File: src/rtl/spi_cmd_pkg.sv
// Shared constants and types for the command-driven SPI master.
// Assumes a 4-line chip-select bank whose idle level is all ones.
package spi_cmd_pkg;
    localparam int CS_LINES = 4;
    localparam int STD_GAP_CLKS = 17;
    localparam int GAP_UNIT_LOG2 = 5;

    typedef enum logic [1:0] {
        SEQ_IDLE  = 2'd0,
        SEQ_SHIFT = 2'd1,
        SEQ_GAP   = 2'd2
    } seq_state_t;
endpackage

File: src/rtl/spi_len_decode.sv
// Word-length decoder. Turns the per-command select bit and the global
// length code into a bit count. Assumes the full word is 2**BITS_W bits:
// code 0 wraps to the full width, codes with the MSB set add their low bits
// to the base of half the width, and the remaining codes fall back to the base.
module spi_len_decode #(
    parameter int BITS_W = 4,
    parameter int LEN_W  = 5
) (
    input  logic              len_sel,
    input  logic [BITS_W-1:0] code,
    output logic [LEN_W-1:0]  len
);
    localparam int BASE_LEN = 2 ** (BITS_W - 1);
    localparam int FULL_LEN = 2 ** BITS_W;

    // Map select bit and code to a length in bits.
    always_comb begin
        if (!len_sel) begin
            len = LEN_W'(BASE_LEN);
        end else if (code == '0) begin
            len = LEN_W'(FULL_LEN);
        end else if (code[BITS_W-1]) begin
            len = LEN_W'(BASE_LEN) + LEN_W'(code[BITS_W-2:0]);
        end else begin
            len = LEN_W'(BASE_LEN);
        end
    end
endmodule

File: src/rtl/spi_gap_select.sv
// Post-transfer gap selector. Produces the gap length in clocks: a fixed
// short gap, or a multiple of 2**UNIT_LOG2 clocks, where a zero multiplier
// stands for the largest count (2**(MULT_W+UNIT_LOG2)).
module spi_gap_select #(
    parameter int MULT_W    = 8,
    parameter int UNIT_LOG2 = 5,
    parameter int STD_GAP   = 17,
    parameter int GAP_W     = MULT_W + UNIT_LOG2 + 1
) (
    input  logic              gap_en,
    input  logic [MULT_W-1:0] mult,
    output logic [GAP_W-1:0]  gap
);
    localparam int ZERO_SHIFT = MULT_W + UNIT_LOG2;

    // Pick the fixed gap or the scaled programmed gap.
    always_comb begin
        if (!gap_en) begin
            gap = GAP_W'(STD_GAP);
        end else if (mult == '0) begin
            gap = GAP_W'(1) << ZERO_SHIFT;
        end else begin
            gap = GAP_W'(mult) << UNIT_LOG2;
        end
    end
endmodule

File: src/rtl/spi_bit_engine.sv
// Serial bit engine. Generates SCK (idle low, data valid before the first
// rising edge), shifts the transmit word out MSB first, and shifts MISO in on
// rising edges. Assumes load and abort are never asked for by the caller in
// a way that needs both honoured; abort wins. last_edge flags the cycle that
// ends with the final falling SCK edge.
module spi_bit_engine #(
    parameter int DATA_W = 16,
    parameter int DIV_W  = 8,
    parameter int LEN_W  = 5
) (
    input  logic              clk,
    input  logic              rst_n,
    input  logic              load,
    input  logic              abort,
    input  logic [DIV_W-1:0]  half_div,
    input  logic [LEN_W-1:0]  len,
    input  logic [DATA_W-1:0] tx_word,
    input  logic              miso,
    output logic              sck,
    output logic              mosi,
    output logic [DATA_W-1:0] rx_word,
    output logic              last_edge
);
    logic              active_q;
    logic              sck_q;
    logic [DIV_W-1:0]  half_cnt_q;
    logic [DIV_W-1:0]  half_lim_q;
    logic [LEN_W-1:0]  bits_left_q;
    logic [DATA_W-1:0] tx_sh_q;
    logic [DATA_W-1:0] rx_sh_q;
    logic [LEN_W-1:0]  align_amt;
    logic              half_end;

    // Left-justify the transmit word so its bit N-1 sits at the MSB.
    assign align_amt = LEN_W'(DATA_W) - len;
    // A half period ends when the counter reaches its limit.
    assign half_end  = active_q && (half_cnt_q == half_lim_q - DIV_W'(1));
    assign last_edge = half_end && sck_q && (bits_left_q == LEN_W'(1));
    assign sck       = sck_q;
    assign mosi      = tx_sh_q[DATA_W-1];
    assign rx_word   = rx_sh_q;

    // Half-period timing, SCK toggling and both shift registers.
    always_ff @(posedge clk) begin
        if (!rst_n) begin
            active_q    <= 1'b0;
            sck_q       <= 1'b0;
            half_cnt_q  <= '0;
            half_lim_q  <= DIV_W'(1);
            bits_left_q <= '0;
            tx_sh_q     <= '0;
            rx_sh_q     <= '0;
        end else if (abort) begin
            active_q   <= 1'b0;
            sck_q      <= 1'b0;
            half_cnt_q <= '0;
        end else if (load) begin
            active_q    <= 1'b1;
            sck_q       <= 1'b0;
            half_cnt_q  <= '0;
            half_lim_q  <= (half_div == '0) ? DIV_W'(1) : half_div;
            bits_left_q <= len;
            tx_sh_q     <= tx_word << align_amt;
            rx_sh_q     <= '0;
        end else if (active_q) begin
            if (half_end) begin
                half_cnt_q <= '0;
                sck_q      <= ~sck_q;
                if (!sck_q) begin
                    rx_sh_q <= {rx_sh_q[DATA_W-2:0], miso};
                end else begin
                    tx_sh_q     <= tx_sh_q << 1;
                    bits_left_q <= bits_left_q - LEN_W'(1);
                    if (bits_left_q == LEN_W'(1)) begin
                        active_q <= 1'b0;
                    end
                end
            end else begin
                half_cnt_q <= half_cnt_q + DIV_W'(1);
            end
        end
    end

    // every accepted length lies between half and full width.
    assert_len_range_R3: assert property (@(posedge clk) disable iff (!rst_n)
        (load && !abort) |-> (len >= LEN_W'(DATA_W / 2) && len <= LEN_W'(DATA_W)));
    // the clock is back low after the final falling edge.
    assert_sck_parks_low_R4: assert property (@(posedge clk) disable iff (!rst_n)
        last_edge |=> !sck_q);
    // SCK holds its level inside a half period.
    assert_half_hold_R4: assert property (@(posedge clk) disable iff (!rst_n)
        (active_q && !half_end && !abort && !load) |=> $stable(sck_q));
endmodule

File: src/rtl/spi_gap_timer.sv
// Post-transfer gap timer. Loaded with a nonzero length, it runs for exactly
// that many cycles and flags the last one on expire. Abort stops it silently.
module spi_gap_timer #(
    parameter int GAP_W = 14
) (
    input  logic             clk,
    input  logic             rst_n,
    input  logic             load,
    input  logic             abort,
    input  logic [GAP_W-1:0] gap_len,
    output logic             expire
);
    logic             running_q;
    logic [GAP_W-1:0] remain_q;

    assign expire = running_q && (remain_q == GAP_W'(1));

    // Count down the remaining gap cycles.
    always_ff @(posedge clk) begin
        if (!rst_n) begin
            running_q <= 1'b0;
            remain_q  <= '0;
        end else if (abort) begin
            running_q <= 1'b0;
            remain_q  <= '0;
        end else if (load) begin
            running_q <= 1'b1;
            remain_q  <= gap_len;
        end else if (running_q) begin
            remain_q <= remain_q - GAP_W'(1);
            if (expire) begin
                running_q <= 1'b0;
            end
        end
    end

    // a zero-length gap is never requested.
    assert_gap_nonzero_R7: assert property (@(posedge clk) disable iff (!rst_n)
        (load && !abort) |-> (gap_len != '0));
    // a running timer never holds a zero count.
    assert_no_underflow_R8: assert property (@(posedge clk) disable iff (!rst_n)
        running_q |-> (remain_q != '0));
endmodule

File: src/rtl/spi_cmd_master.sv
// Command-driven SPI master sequencer, top level. Accepts one command per
// start pulse, drives the chip selects, runs the bit engine, then holds the
// chip selects through the selected gap before a one-cycle done. A low
// slave-select input sets a sticky mode fault and aborts at once.
// Assumes DATA_W == 2**BITS_W.
module spi_cmd_master #(
    parameter int DATA_W = 16,
    parameter int DIV_W  = 8,
    parameter int MULT_W = 8,
    parameter int BITS_W = 4
) (
    input  logic                                clk,
    input  logic                                rst_n,
    input  logic                                start,
    input  logic [spi_cmd_pkg::CS_LINES-1:0]    cmd_cs,
    input  logic                                cmd_gap_en,
    input  logic                                cmd_len_sel,
    input  logic [BITS_W-1:0]                   cfg_len_code,
    input  logic [MULT_W-1:0]                   cfg_gap_mult,
    input  logic [DIV_W-1:0]                    cfg_half_div,
    input  logic [DATA_W-1:0]                   tx_data,
    input  logic                                miso,
    input  logic                                ss_n,
    input  logic                                fault_clr,
    output logic                                sck,
    output logic                                mosi,
    output logic [spi_cmd_pkg::CS_LINES-1:0]    cs_lvl,
    output logic                                busy,
    output logic                                done,
    output logic [DATA_W-1:0]                   rx_data,
    output logic                                mode_fault
);
    import spi_cmd_pkg::*;

    localparam int LEN_W = $clog2(DATA_W + 1);
    localparam int GAP_W = MULT_W + GAP_UNIT_LOG2 + 1;

    seq_state_t          state_q;
    logic [CS_LINES-1:0] cs_q;
    logic [GAP_W-1:0]    gap_q;
    logic                done_q;
    logic                fault_q;
    logic [DATA_W-1:0]   rx_q;
    logic [LEN_W-1:0]    len_dec;
    logic [GAP_W-1:0]    gap_dec;
    logic [DATA_W-1:0]   rx_word;
    logic                last_edge;
    logic                gap_expire;
    logic                fault_evt;
    logic                accept;

    assign fault_evt = !ss_n;
    assign accept    = start && (state_q == SEQ_IDLE) && !fault_q && ss_n;

    spi_len_decode #(.BITS_W(BITS_W), .LEN_W(LEN_W)) u_len (
        .len_sel (cmd_len_sel),
        .code    (cfg_len_code),
        .len     (len_dec)
    );

    spi_gap_select #(.MULT_W(MULT_W), .UNIT_LOG2(GAP_UNIT_LOG2),
                     .STD_GAP(STD_GAP_CLKS), .GAP_W(GAP_W)) u_gapsel (
        .gap_en (cmd_gap_en),
        .mult   (cfg_gap_mult),
        .gap    (gap_dec)
    );

    spi_bit_engine #(.DATA_W(DATA_W), .DIV_W(DIV_W), .LEN_W(LEN_W)) u_engine (
        .clk       (clk),
        .rst_n     (rst_n),
        .load      (accept),
        .abort     (fault_evt),
        .half_div  (cfg_half_div),
        .len       (len_dec),
        .tx_word   (tx_data),
        .miso      (miso),
        .sck       (sck),
        .mosi      (mosi),
        .rx_word   (rx_word),
        .last_edge (last_edge)
    );

    spi_gap_timer #(.GAP_W(GAP_W)) u_gap (
        .clk     (clk),
        .rst_n   (rst_n),
        .load    (last_edge && !fault_evt),
        .abort   (fault_evt),
        .gap_len (gap_q),
        .expire  (gap_expire)
    );

    // Sequence state and chip-select levels; a fault forces idle.
    always_ff @(posedge clk) begin
        if (!rst_n) begin
            state_q <= SEQ_IDLE;
            cs_q    <= '1;
            gap_q   <= GAP_W'(STD_GAP_CLKS);
        end else if (fault_evt) begin
            state_q <= SEQ_IDLE;
            cs_q    <= '1;
        end else begin
            unique case (state_q)
                SEQ_IDLE: begin
                    if (accept) begin
                        state_q <= SEQ_SHIFT;
                        cs_q    <= cmd_cs;
                        gap_q   <= gap_dec;
                    end
                end
                SEQ_SHIFT: begin
                    if (last_edge) state_q <= SEQ_GAP;
                end
                SEQ_GAP: begin
                    if (gap_expire) begin
                        state_q <= SEQ_IDLE;
                        cs_q    <= '1;
                    end
                end
                default: state_q <= SEQ_IDLE;
            endcase
        end
    end

    // One-cycle completion pulse when the gap runs out without a fault.
    always_ff @(posedge clk) begin
        if (!rst_n) done_q <= 1'b0;
        else        done_q <= !fault_evt && (state_q == SEQ_GAP) && gap_expire;
    end

    // Capture the received word at the final edge.
    always_ff @(posedge clk) begin
        if (!rst_n)                       rx_q <= '0;
        else if (last_edge && !fault_evt) rx_q <= rx_word;
    end

    // Sticky fault flag: set beats clear.
    always_ff @(posedge clk) begin
        if (!rst_n)         fault_q <= 1'b0;
        else if (fault_evt) fault_q <= 1'b1;
        else if (fault_clr) fault_q <= 1'b0;
    end

    assign cs_lvl     = cs_q;
    assign busy       = (state_q != SEQ_IDLE);
    assign done       = done_q;
    assign rx_data    = rx_q;
    assign mode_fault = fault_q;

    // chip selects are idle whenever the block is not busy.
    assert_cs_idle_R2: assert property (@(posedge clk) disable iff (!rst_n)
        !busy |-> (cs_lvl == '1));
    // chip selects hold steady across a busy window.
    assert_cs_stable_R2: assert property (@(posedge clk) disable iff (!rst_n)
        (busy && $past(busy)) |-> $stable(cs_lvl));
    // done is a single-cycle pulse.
    assert_done_pulse_R8: assert property (@(posedge clk) disable iff (!rst_n)
        done |=> !done);
    // done marks the first idle cycle after a busy window.
    assert_done_after_busy_R8: assert property (@(posedge clk) disable iff (!rst_n)
        done |-> (!busy && $past(busy)));
    // a low slave select aborts with no completion.
    assert_fault_abort_R9: assert property (@(posedge clk) disable iff (!rst_n)
        !ss_n |=> (mode_fault && !busy && !done && !sck));
    // the fault flag holds until cleared.
    assert_fault_sticky_R10: assert property (@(posedge clk) disable iff (!rst_n)
        (mode_fault && !fault_clr) |=> mode_fault);
    // no transfer starts while the fault flag is set.
    assert_no_start_in_fault_R10: assert property (@(posedge clk) disable iff (!rst_n)
        (!busy && mode_fault) |=> !busy);
endmodule

File: config.mk
export PLATFORM = sky130hd
export DESIGN_NAME = spi_cmd_master
export DESIGN_NICKNAME = d
export VERILOG_FILES = /design/src/rtl/spi_cmd_pkg.sv /design/src/rtl/spi_len_decode.sv /design/src/rtl/spi_gap_select.sv /design/src/rtl/spi_bit_engine.sv /design/src/rtl/spi_gap_timer.sv /design/src/rtl/spi_cmd_master.sv
export SDC_FILE = /design/constraint.sdc
export NUM_CORES = 1
export LEC_CHECK = 0
export ABC_CLOCK_PERIOD_IN_PS = 4670
export BUFFER_PORTS_ARGS = -buffer_cell sky130_fd_sc_hd__buf_2
export CORE_MARGIN = 1
export CORE_UTILIZATION = 45
export DETAILED_ROUTE_END_ITERATION = 10
export GPL_TIMING_DRIVEN = 0
export MAX_ROUTING_LAYER = met4
export SLEW_MARGIN = 20
export SYNTH_ARGS = -nofsm -noshare
export SYNTH_HDL_FRONTEND = slang
export SYNTH_HIERARCHICAL = 1
export SYNTH_SLANG_ARGS = --single-unit
File: constraint.sdc
create_clock -name clk -period 4.67 [get_ports clk]
set_input_delay 1.401 -clock clk [delete_from_list [all_inputs] [get_ports clk]]
set_output_delay 1.401 -clock clk [all_outputs]
set_load 0.005 [all_outputs]
* Word level (Yosys, flattened, before mapping)
Index checks and enable logic that the tools add are counted.
Storage, ports and cells: output and inout port bits 25, bits in registers 108, input bits 48, logic and storage cells 103
Cells by class: shifts and indexed selects 1, bitwise logic cells 3, add/subtract/negate cells 6, equal/unequal tests 10, reduce and logical (&&, ||, !) cells 30, mux-type cells 38
Operator list (count):
- $mux W16 | 8
- $mux W14 | 4
- $mux W5 | 7
- $logic_not A8 Y1 | 2
- $mux W8 | 2
- $shl A16 B5 Y16 | 1
- $eq A14 B1 Y1 const B | 1
- $sub A14 B1 Y14 const B | 1
- $reduce_bool A2 Y1 | 6
- $logic_and A1 B1 Y1 | 10
- $mux W1 | 10
- $reduce_and A3 Y1 | 3
- $add A8 B1 Y8 const B | 1
- $eq A8 B8 Y1 | 1
- $mux W4 | 2
- $ne A2 B2 Y1 const B | 4
- $pmux W4 S2 | 1
- $reduce_and A4 Y1 | 2
- $sub A8 B1 Y8 const B | 1
- $mux W2 | 3
- $pmux W2 S3 | 1
- $reduce_and A2 Y1 | 3
- $add A4 B3 Y5 const A | 1
- $eq A5 B1 Y1 const B | 1
- 10 further kinds | 12

* Depth between registers and ports, before layout
Gate-level depths: netlist of run 1.
depth in word-level cells 7, depth in mapped cells 16

* Cells and area by module
The synthesis of run 1 kept the hierarchy.
Modules (own cells, without submodules):
- spi_bit_engine | seq. area each 1101.1 sq um, cells an instance 414, instances 1, area an instance 3455.8 sq um
- spi_cmd_master | seq. area each 760.7 sq um, cells an instance 167, instances 1, area an instance 1503.9 sq um
- spi_gap_timer | seq. area each 300.3 sq um, cells an instance 112, instances 1, area an instance 920.9 sq um
- spi_gap_select | seq. area each 0.0 sq um, cells an instance 17, instances 1, area an instance 126.4 sq um
- spi_len_decode | seq. area each 0.0 sq um, cells an instance 6, instances 1, area an instance 40.0 sq um

* Least setup slack after synthesis of run 1
No wires, ideal clock.
path type input-to-reg, from input port cfg_len_code[3], to register u_engine.tx_sh_q[0], data required time 4.598 ns, stages 9, setup time 0.072 ns, data arrival time 3.993 ns, slack 0.606 ns, cells stage by stage and3_1 clkbuf_1 clkinv_1 ha_1 buf_2 buf_2 or3b_2 or4b_2 mux2i_1
Between the ends: longest elaborated chain between the ends 6, elaborated cells between the ends (all ways) 7, those cells by class 1 x add/sub; 1 x shift; 4 x mux; 1 x reduce/logical
RTL lines:
- start: declaration | line spi_cmd_master.sv:18 | input logic [BITS_W-1:0] cfg_len_code,
- $logic_not A4 Y1 or $mux W5 (tied branches) | line spi_len_decode.sv:20, spi_len_decode.sv:22
- $mux W5 (*) | line spi_len_decode.sv:20 | end else if (code == '0) begin
- $mux W5 (*) | line spi_len_decode.sv:18 | if (!len_sel) begin
- $sub A5 B5 Y5 (*) | line spi_bit_engine.sv:35 | assign align_amt = LEN_W'(DATA_W) - len;
- $shl A16 B5 Y16 (*) | line spi_bit_engine.sv:63 | tx_sh_q <= tx_word << align_amt;
- $mux W16 (*) | line spi_bit_engine.sv:57 | end else if (load) begin
- end signal: assignment | line spi_bit_engine.sv:63
- end signal: assignment | line spi_bit_engine.sv:72 | tx_sh_q <= tx_sh_q << 1;
- end: declaration | line spi_bit_engine.sv:29 | logic [DATA_W-1:0] tx_sh_q;
Mark *: on every way between the ends. The rest lies on a longest branch, timed or not. A chain may end at the register's enable or synchronous reset.

* Worst setup path after layout of run 1
from input port cfg_len_code[3], to register u_engine.tx_sh_q[0]
Between the ends: longest elaborated chain between the ends 6, elaborated cells between the ends (all ways) 7, those cells by class 1 x add/sub; 1 x shift; 4 x mux; 1 x reduce/logical
RTL lines:
- $logic_not A4 Y1 or $mux W5 (tied branches) | line spi_len_decode.sv:20, spi_len_decode.sv:22
- $mux W5 (*) | line spi_len_decode.sv:20
- $mux W5 (*) | line spi_len_decode.sv:18
- net len_dec[0] | line spi_cmd_master.sv:44 | logic [LEN_W-1:0] len_dec;
- $sub A5 B5 Y5 (*) | line spi_bit_engine.sv:35
- $shl A16 B5 Y16 (*) | line spi_bit_engine.sv:63
- $mux W16 (*) | line spi_bit_engine.sv:57
The timed path passes the listed nets; every way through them passes the cells marked *.

==> summary.txt, run 1 <==
Run status
  – Status: finished clean

Global route
  – Initial antenna violation count: 0
  – Total Routing Usage GR: 22.0%
  – First-pass GRT wire length: about 25,000 um
  – Largest net degree at the start of global routing: 17
  – Overflow after GRT: 0
  – Vias in the first global route: 5,130

Critical path
  – Worst Setup End Kind: flip-flop
  – Worst setup SP type: input port
  – Critical path class: input port to flip-flop
  – Crit-path max FO: 10
  – Worst endpoint data arrival time: between 4 and 5 ns
  – Req. time, crit path: 4.95 ns

Yosys
  – Post-synth top area share: 35.8%
  – Synth Register Bits: 108
  – EDFF count, synth: 0
  – Post-synth top flop: dfxtp_1
  – Area contributors post-synth: dfxtp_1, mux2i_1, nand2_1
  – Mapped Cells: 716
  – Post-synth ARST share: 0%
  – Post-synthesis instance area: 0.00605 mm^2
  – Seq/Total Area, Yosys: 35.8%
  – Synth warn: 6
  – Synth area leader: dfxtp_1
  – Avg Cell Area, Syn: 8.45 um^2
  – Unique masters post-synth: 67

Clock network
  – Max clock buf depth: 2
  – H-tree depth: 3
  – Worst skew pair latency: 0.35 ns
  – CTS clk-pin slew, worst paths: 0.07 ns
  – Clock Tree Root: clkbuf_16
  – CTS Buf Count: 9
  – CTS sink cnt: between 100 and 150
  – CTS tree: yes

Placement
  – Placed cell count: 962
  – RD Place Congestion: 0.880
  – Post-DP Area: 0.00663 mm^2
  – DP HPWL: 10,800 um
  – IO buf count: 72

STA
  – Final max-slew violation count: 0
  – Number of hold violations in the final report: 0
  – Max-slew headroom: about three fifths
  – Worst-margin pin slew: 0.579 ns
  – Period minus WS final: 4.17 ns
  – Final setup TNS: 0 ns
  – Fmax: 0.240 GHz
  – Final setup fails: 0
  – Tcrit/Tclk final: about 89%
  – Worst Skew: between 0.006 and 0.007 ns
  – Setup repair after global routing missed its margin: false

Final layout
  – Final nets: 856
  – Util after Layout: 53.9%
  – Design area: 0.00694 mm^2
  – Area delta synth->final: 14.8%
  – Fillcell total: 1,266
  – Post-Layout Cell Count: 977
  – Sequential Area: 0.00216 mm^2
  – Multi-input gate area: roughly 0.0036 mm^2
  – Share of cells above drive strength 1: between 15 and 20%
  – Number of diodes: 0

Power
  – Clock network fraction of design power: 40.5%
  – Sw Share: between 20% and 30%
  – Leakage: approximately 2.7 nW
  – Peak VDD IR: 0.223 mV
  – Int Pwr: 1.50 mW
  – NetSw: 0.482 mW
  – Comb power frac: 11.9%
  – Sequential power share: 47.6%
  – Pwr dens: 285 mW/mm^2

Route
  – Routed vias: 5,310
  – Post-route ant nets: 0
  – Drt via density: between 5 and 6
  – Final WL: 14,400 um
  – Routed WL per cell: 14.7 um
  – Iter 0 DRT Violations: 289
  – DRT Pass-1 Iters: 4
  – Residual DRC count: 0

Die
  – Chip width: 118 um
  – Core footprint: 0.0129 mm^2
  – Die height: 118 um
  – Overall die area: 0.0139 mm^2
  – Num rows: 41
  – Starting Density: 47.0%
  – # IOs: 73

Min path
  – HP Class: flip-flop to flip-flop

Run
  – Max_cap viols: 0
==> stage by stage <==
step	worst slack, ns	hold slack (ns)	total power [mW]
2_1_floorplan	0.606	0.431	1.12
3_3_place_gp	0.182	0.441	1.19
3_5_place_dp	0.104	0.444	1.20
4_1_cts	0.385	0.455	2.00
5_1_grt	0.167	0.475	2.06
6_report	0.504	0.452	1.98
==> cells in the mapped netlist, drive strengths merged (4+ instances only) <==
cell and count:
nand2 161, dfxtp 108, mux2i 72, clkbuf 30, o21ai 26, nor2 24, a21oi 23, buf 23
nor2b 18, a21boi 17, inv 16, nor3 16, nor4 13, xor2 12, and2 10, xnor2 10
a211oi 9, nand4 8, o2bb2ai 8, or4 8, ha 7, nand3 7, a31oi 6, mux2 5
mux4 5, o211ai 5, o221ai 5, o41a 5, or2 5, or3 5, and3 4, nand2b 4
nor3b 4, o31ai 4, or4b 4
==> routing by layer <==
layer  global-route usage (%)  vias up  wire length [um]
met4                     5.93        0               171
met1                     27.4     2524              6860
met5                        -        -                 0
met3                     4.75       16               480
met2                     35.9       89              6870
li1                         -     2681                 -
==> logic make-up after synthesis <==
group,Yosys count,synth area share (%)
and+or+nand+nor,300,25.1
AOI/OAI and AO/OA,125,14.2
DFF,108,35.8
muxes,82,14.7
buffers and inverters,71,5.55
xor gates and xnor gates,22,3.19
adders and majority gates,7,1.45
other,1,0.0620
==> worst paths after layout <==
| kind | from | end | slack, ns | depth (start not counted) |
|---|---|---|---|---|
| max | cfg_len_code[3] | u_engine/tx_sh_q[0] | 0.50 | 10 |
| min reg2reg | gap_q[7] | gap_q[7] | 0.45 | 2 |
| max reg2reg | u_engine/half_lim_q[0] | u_gap/remain_q[9] | 0.64 | 16 |
| min | gap_q[7] | gap_q[7] | 0.45 | 2 |
==> power groups by stage <==
| stage | Combinational, mW | Clock [mW] | Sequential, mW |
|---|---|---|---|
| 2_1_floorplan | 0.164 | 0 | 0.960 |
| 3_3_place_gp | 0.230 | 0 | 0.962 |
| 3_5_place_dp | 0.234 | 0 | 0.962 |
| 4_1_cts | 0.236 | 0.822 | 0.941 |
| 5_1_grt | 0.261 | 0.852 | 0.943 |
| 6_report | 0.236 | 0.801 | 0.941 |
==> what timing repair did <==
item | in CTS | in global routing
setup buffers | 0 | 0
hold buffers | 0 | 0
gates resized for setup | 0 | 1
setup endpoints to repair | 0 | 2
==> cells in the final DEF (no fill, tap or decap), drive strengths merged, types with 6 or more instances in the layout <==
cell,count
o21ai,26
a31oi,6
nor3,16
nand4,8
nand3,7
a211oi,9
nor2b,18
nand2,161
a21oi,23
xor2,12
nor2,24
clkbuf,40
inv,16
a21boi,17
mux2i,72
dfxtp,108
or4,8
o2bb2ai,8
ha,7
and2,10
xnor2,10
buf,95
nor4,13
==> registers in the layout (all words and copies together) (netlist names) <==
signal / flops
u_engine/half_cnt_q: 8
done: 1
u_engine/sck: 1
state_q: 2
rx_data: 16
u_engine/half_lim_q: 8
u_engine/tx_sh_q: 16
u_gap/remain_q: 14
mode_fault: 1
u_engine/rx_word: 16
gap_q: 14
u_engine/bits_left_q: 5
u_engine/active_q: 1
u_gap/running_q: 1
cs_lvl: 4
==> critical path, cell delays in order <==
cell	delay (ns)
buf_2	0.11
and3_1	0.16
clkbuf_1	0.35
clkinv_1	0.36
ha_1	0.37
buf_2	0.21
buf_2	0.23
or3b_2	0.50
or4b_2	0.61
mux2i_1	0.15
==> cell type report <==
class | instances | area share, %
inverters | 18 | 0.973
multi-input cells | 539 | 51.3
repair buffers | 72 | 5.19
well taps | 172 | 3.10
plain buffers | 53 | 3.86
clock buffers | 10 | 3.30
clock inverters | 5 | 1.12
flip-flops and latches | 108 | 31.1
Power figures use the tool's default switching activity.
==> run 2: changes to the inputs <==
- SYNTH_HIERARCHICAL: 1 -> not set
==> run 2 against run 1 <==
  * Cell area down 5.4%
  * Register-to-register slack better by 0.86 ns
  * Critical endpoint is now u_engine.tx_sh_q[2]
  * Worst setup slack worse by 0.24 ns
  * Synthesized cell count down 2.1%
  * Clock skew up 0.0012 ns
  * Via count up 3.9%
  * First-iteration DRC count up 28%
  * Clock-buffer cell count down 1
  * Critical path depth up 2
  * Largest power group unchanged
  * Sequential power down 2.9%
==> summary.txt, run 2 <==
Route
  – Iter 0 DRT Violations: 369
  – Final WL: 16,000 um
  – Routed WL per cell: 16.8 um
  – Residual DRC count: 0
  – Drt via density: 5.79
  – DRT Pass-1 Iters: 5
  – Post-route ant nets: 0
  – Routed vias: 5,519

STA
  – Final setup fails: 0
  – Fmax: 0.227 GHz
  – Final max-slew violation count: 0
  – Hold Worst Slack: 0.453 ns
  – Max-slew headroom: 32.4%
  – Worst Skew: 0.00805 ns
  – Period minus WS final: 4.41 ns
  – Worst-margin pin slew: approximately 1 ns
  – Tcrit/Tclk final: around 94%
  – Number of hold violations in the final report: 0
  – Setup repair after global routing missed its margin: false

Critical path
  – Worst endpoint data arrival time: about 4.7 ns
  – Reg2Reg Launch Point: u_engine.half_lim_q[0]
  – Crit-path max FO: 10
  – Worst Reg-to-Reg Cells: 10
  – R2R setup slack: 1.50 ns
  – Req. time, crit path: 4.94 ns
  – Worst Setup End Kind: flip-flop
  – Worst setup SP type: input port
  – Worst reg2reg endpoint: u_engine.rx_word[15]
  – Critical path class: input port to flip-flop

Die
  – Num rows: 40
  – Die height: 115 um
  – # IOs: 73
  – Chip width: between 100 and 150 um
  – Core footprint: about 0.012 mm^2
  – Overall die area: approximately 0.013 mm^2
  – Starting Density: 46.9%

Yosys
  – Synth warn: 0
  – Unique masters post-synth: 66
  – Synth area leader: dfxtp_1
  – Area contributors post-synth: dfxtp_1, a21oi_1, mux2i_1
  – Synth top cells by count: dfxtp_1, a21oi_1, nand2_1
  – EDFF count, synth: 0
  – Post-synth top flop: dfxtp_1
  – Post-synth top area share: 36.5%
  – Avg Cell Area, Syn: 8.14 um^2
  – Syn nets: 756
  – Post-synth ARST share: 0%
  – Seq/Total Area, Yosys: a little over a third
  – Post-synthesis instance area: around 0.0057 mm^2
  – Mapped Cells: 701
  – Synth Register Bits: about 100
  – Most frequent cell after synthesis: dfxtp_1

Global route
  – First-pass GRT wire length: ~26,000 um
  – Initial antenna violation count: 0
  – Vias in the first global route: about 5,300
  – Overflow after GRT: 0
  – Largest net degree at the start of global routing: 19
  – Total Routing Usage GR: 26.2%

Clock network
  – CTS clk-pin slew, worst paths: 0.07 ns
  – CTS tree: yes
  – Worst skew pair latency: 0.36 ns
  – CTS sink cnt: 104
  – Max clock buf depth: 2
  – Hold Buf Count CTS: 0
  – H-tree depth: 3
  – CTS Buf Count: 9
  – Clock Tree Root: clkbuf_16

Min path
  – HP Class: flip-flop to flip-flop
  – Worst Hold Path Cells: 2
  – Hold Path Origin: gap_q[7]
  – Hold Path End: gap_q[7]

Placement
  – DP HPWL: between 10,000 and 15,000 um
  – RD Place Congestion: 0.875
  – Post-DP Area: 0.00625 mm^2
  – IO buf count: 68

Power
  – Sequential power share: 46.6%
  – Leakage: 2.36 nW
  – Pwr dens: 299 mW/mm^2
  – PnR Total Power: 1.96 mW
  – Clock network fraction of design power: 39.8%
  – NetSw: 0.535 mW
  – Int Pwr: ~1.4 mW
  – Sw Share: between 20 and 30%
  – Comb power frac: between 10% and 20%
  – Peak VDD IR: 0.235 mV

Final layout
  – Design area: 0.00657 mm^2
  – Share of cells above drive strength 1: around 16%
  – Fillcell total: between 1,000 and 1,500
  – Final nets: 835
  – Most common cell after layout, fill and taps aside: dfxtp_1
  – Commonest non-fill, non-tap cells in the layout: dfxtp_1, buf_2, a21oi_1
  – Sequential Area: between 0.002 and 0.0025 mm^2
  – Area delta synth->final: 15.1%
  – Number of diodes: 0
  – Multi-input gate area: 0.00332 mm^2

Run status
  – Status: finished clean

Run
  – Max_cap viols: 0
## run 2: changes by cell type after synthesis, sizes merged, moves of 15 or more
| cell | before | now |
|---|---|---|
| a21oi | 23 | 72 |
| mux2i | 72 | 26 |
| nand2 | 161 | 65 |
| nand3 | 7 | 52 |
| nor2 | 24 | 41 |
| nor2b | 18 | 3 |
| o21ai | 26 | 45 |
## run 2: routing by layer
| metal | global-route usage, % | vias to the layer above | share of wire, % |
|---|---|---|---|
| met5 | - | - | 0 |
| met4 | 6.58 | 0 | 1.6 |
| met3 | 5.82 | 23 | 4.9 |
| met2 | 41.2 | 150 | 47 |
| met1 | 34.0 | 2618 | 46 |
| li1 | - | 2728 | - |
## run 2: power by group through the flow
| stage | registers (mW) | logic (mW) | clock network, mW |
|---|---|---|---|
| 5_1_grt | 0.916 | 0.293 | 0.833 |
| 4_1_cts | 0.914 | 0.262 | 0.796 |
| 6_report | 0.914 | 0.267 | 0.780 |
| 3_3_place_gp | 0.934 | 0.257 | 0 |
| 3_5_place_dp | 0.934 | 0.261 | 0 |
| 2_1_floorplan | 0.932 | 0.179 | 0 |
## run 2: worst max path at each step
stage	startpoint	endpoint	slack, ns	depth (start not counted)
2_1_floorplan	cfg_len_code[3]	u_engine.tx_sh_q[14]	0.47	12
3_3_place_gp	cfg_len_code[3]	u_engine.tx_sh_q[12]	-0.15	13
3_5_place_dp	cfg_len_code[3]	u_engine.tx_sh_q[12]	-0.14	13
4_1_cts	cfg_len_code[3]	u_engine.tx_sh_q[12]	0.21	13
5_1_grt	cfg_len_code[3]	u_engine.tx_sh_q[2]	0.03	12
6_report	cfg_len_code[3]	u_engine.tx_sh_q[2]	0.26	12
## run 2: cell type report
class / count / area share [%]
buffer: 54 / 3.39
clock buffer: 9 / 3.43
clock inverter: 7 / 1.18
inverter: 23 / 1.31
multi-input combinational: 520 / 50.6
sequential: 104 / 31.7
tap: 168 / 3.20
timing repair buffer: 68 / 5.18
## run 2: through the flow
stage / setup WS [ns] / util [%] / cells / TNS, ns
after floorplan: 0.465 / - / 701 / 0
after global placement: -0.150 / 51.4 / 937 / -0.288
after detailed placement: -0.139 / 51.4 / 937 / -0.233
after CTS: 0.205 / 53.9 / 953 / 0
after global routing: 0.0314 / 54.0 / 953 / 0
final: 0.265 / 54.0 / 953 / 0
## run 2: what timing repair did
item	CTS	global route
hold endpoints to repair	0	0
resized for setup	0	3
buffers inserted	0	0
endpoints found under the setup margin	0	3
## run 2: cells by family after synthesis
kind of cell | count (synthesis) | synth area share [%]
fa+ha+maj | 7 | 1.54
simple gates | 244 | 21.6
flops | 104 | 36.5
mux | 37 | 7.72
compound gates | 200 | 22.3
buf+inv | 77 | 5.40
xor+xnor | 32 | 4.91
## run 2: critical path, cell delays in order
cell and delay, ns:
clkbuf_1 0.19, and3_1 0.20, buf_2 0.18, inv_1 0.10, buf_2 0.24, ha_1 0.18
clkbuf_1 0.40, nor3b_1 0.13, a211oi_2 0.59, nand2_1 0.38, or3_1 0.46, a221oi_1 0.23
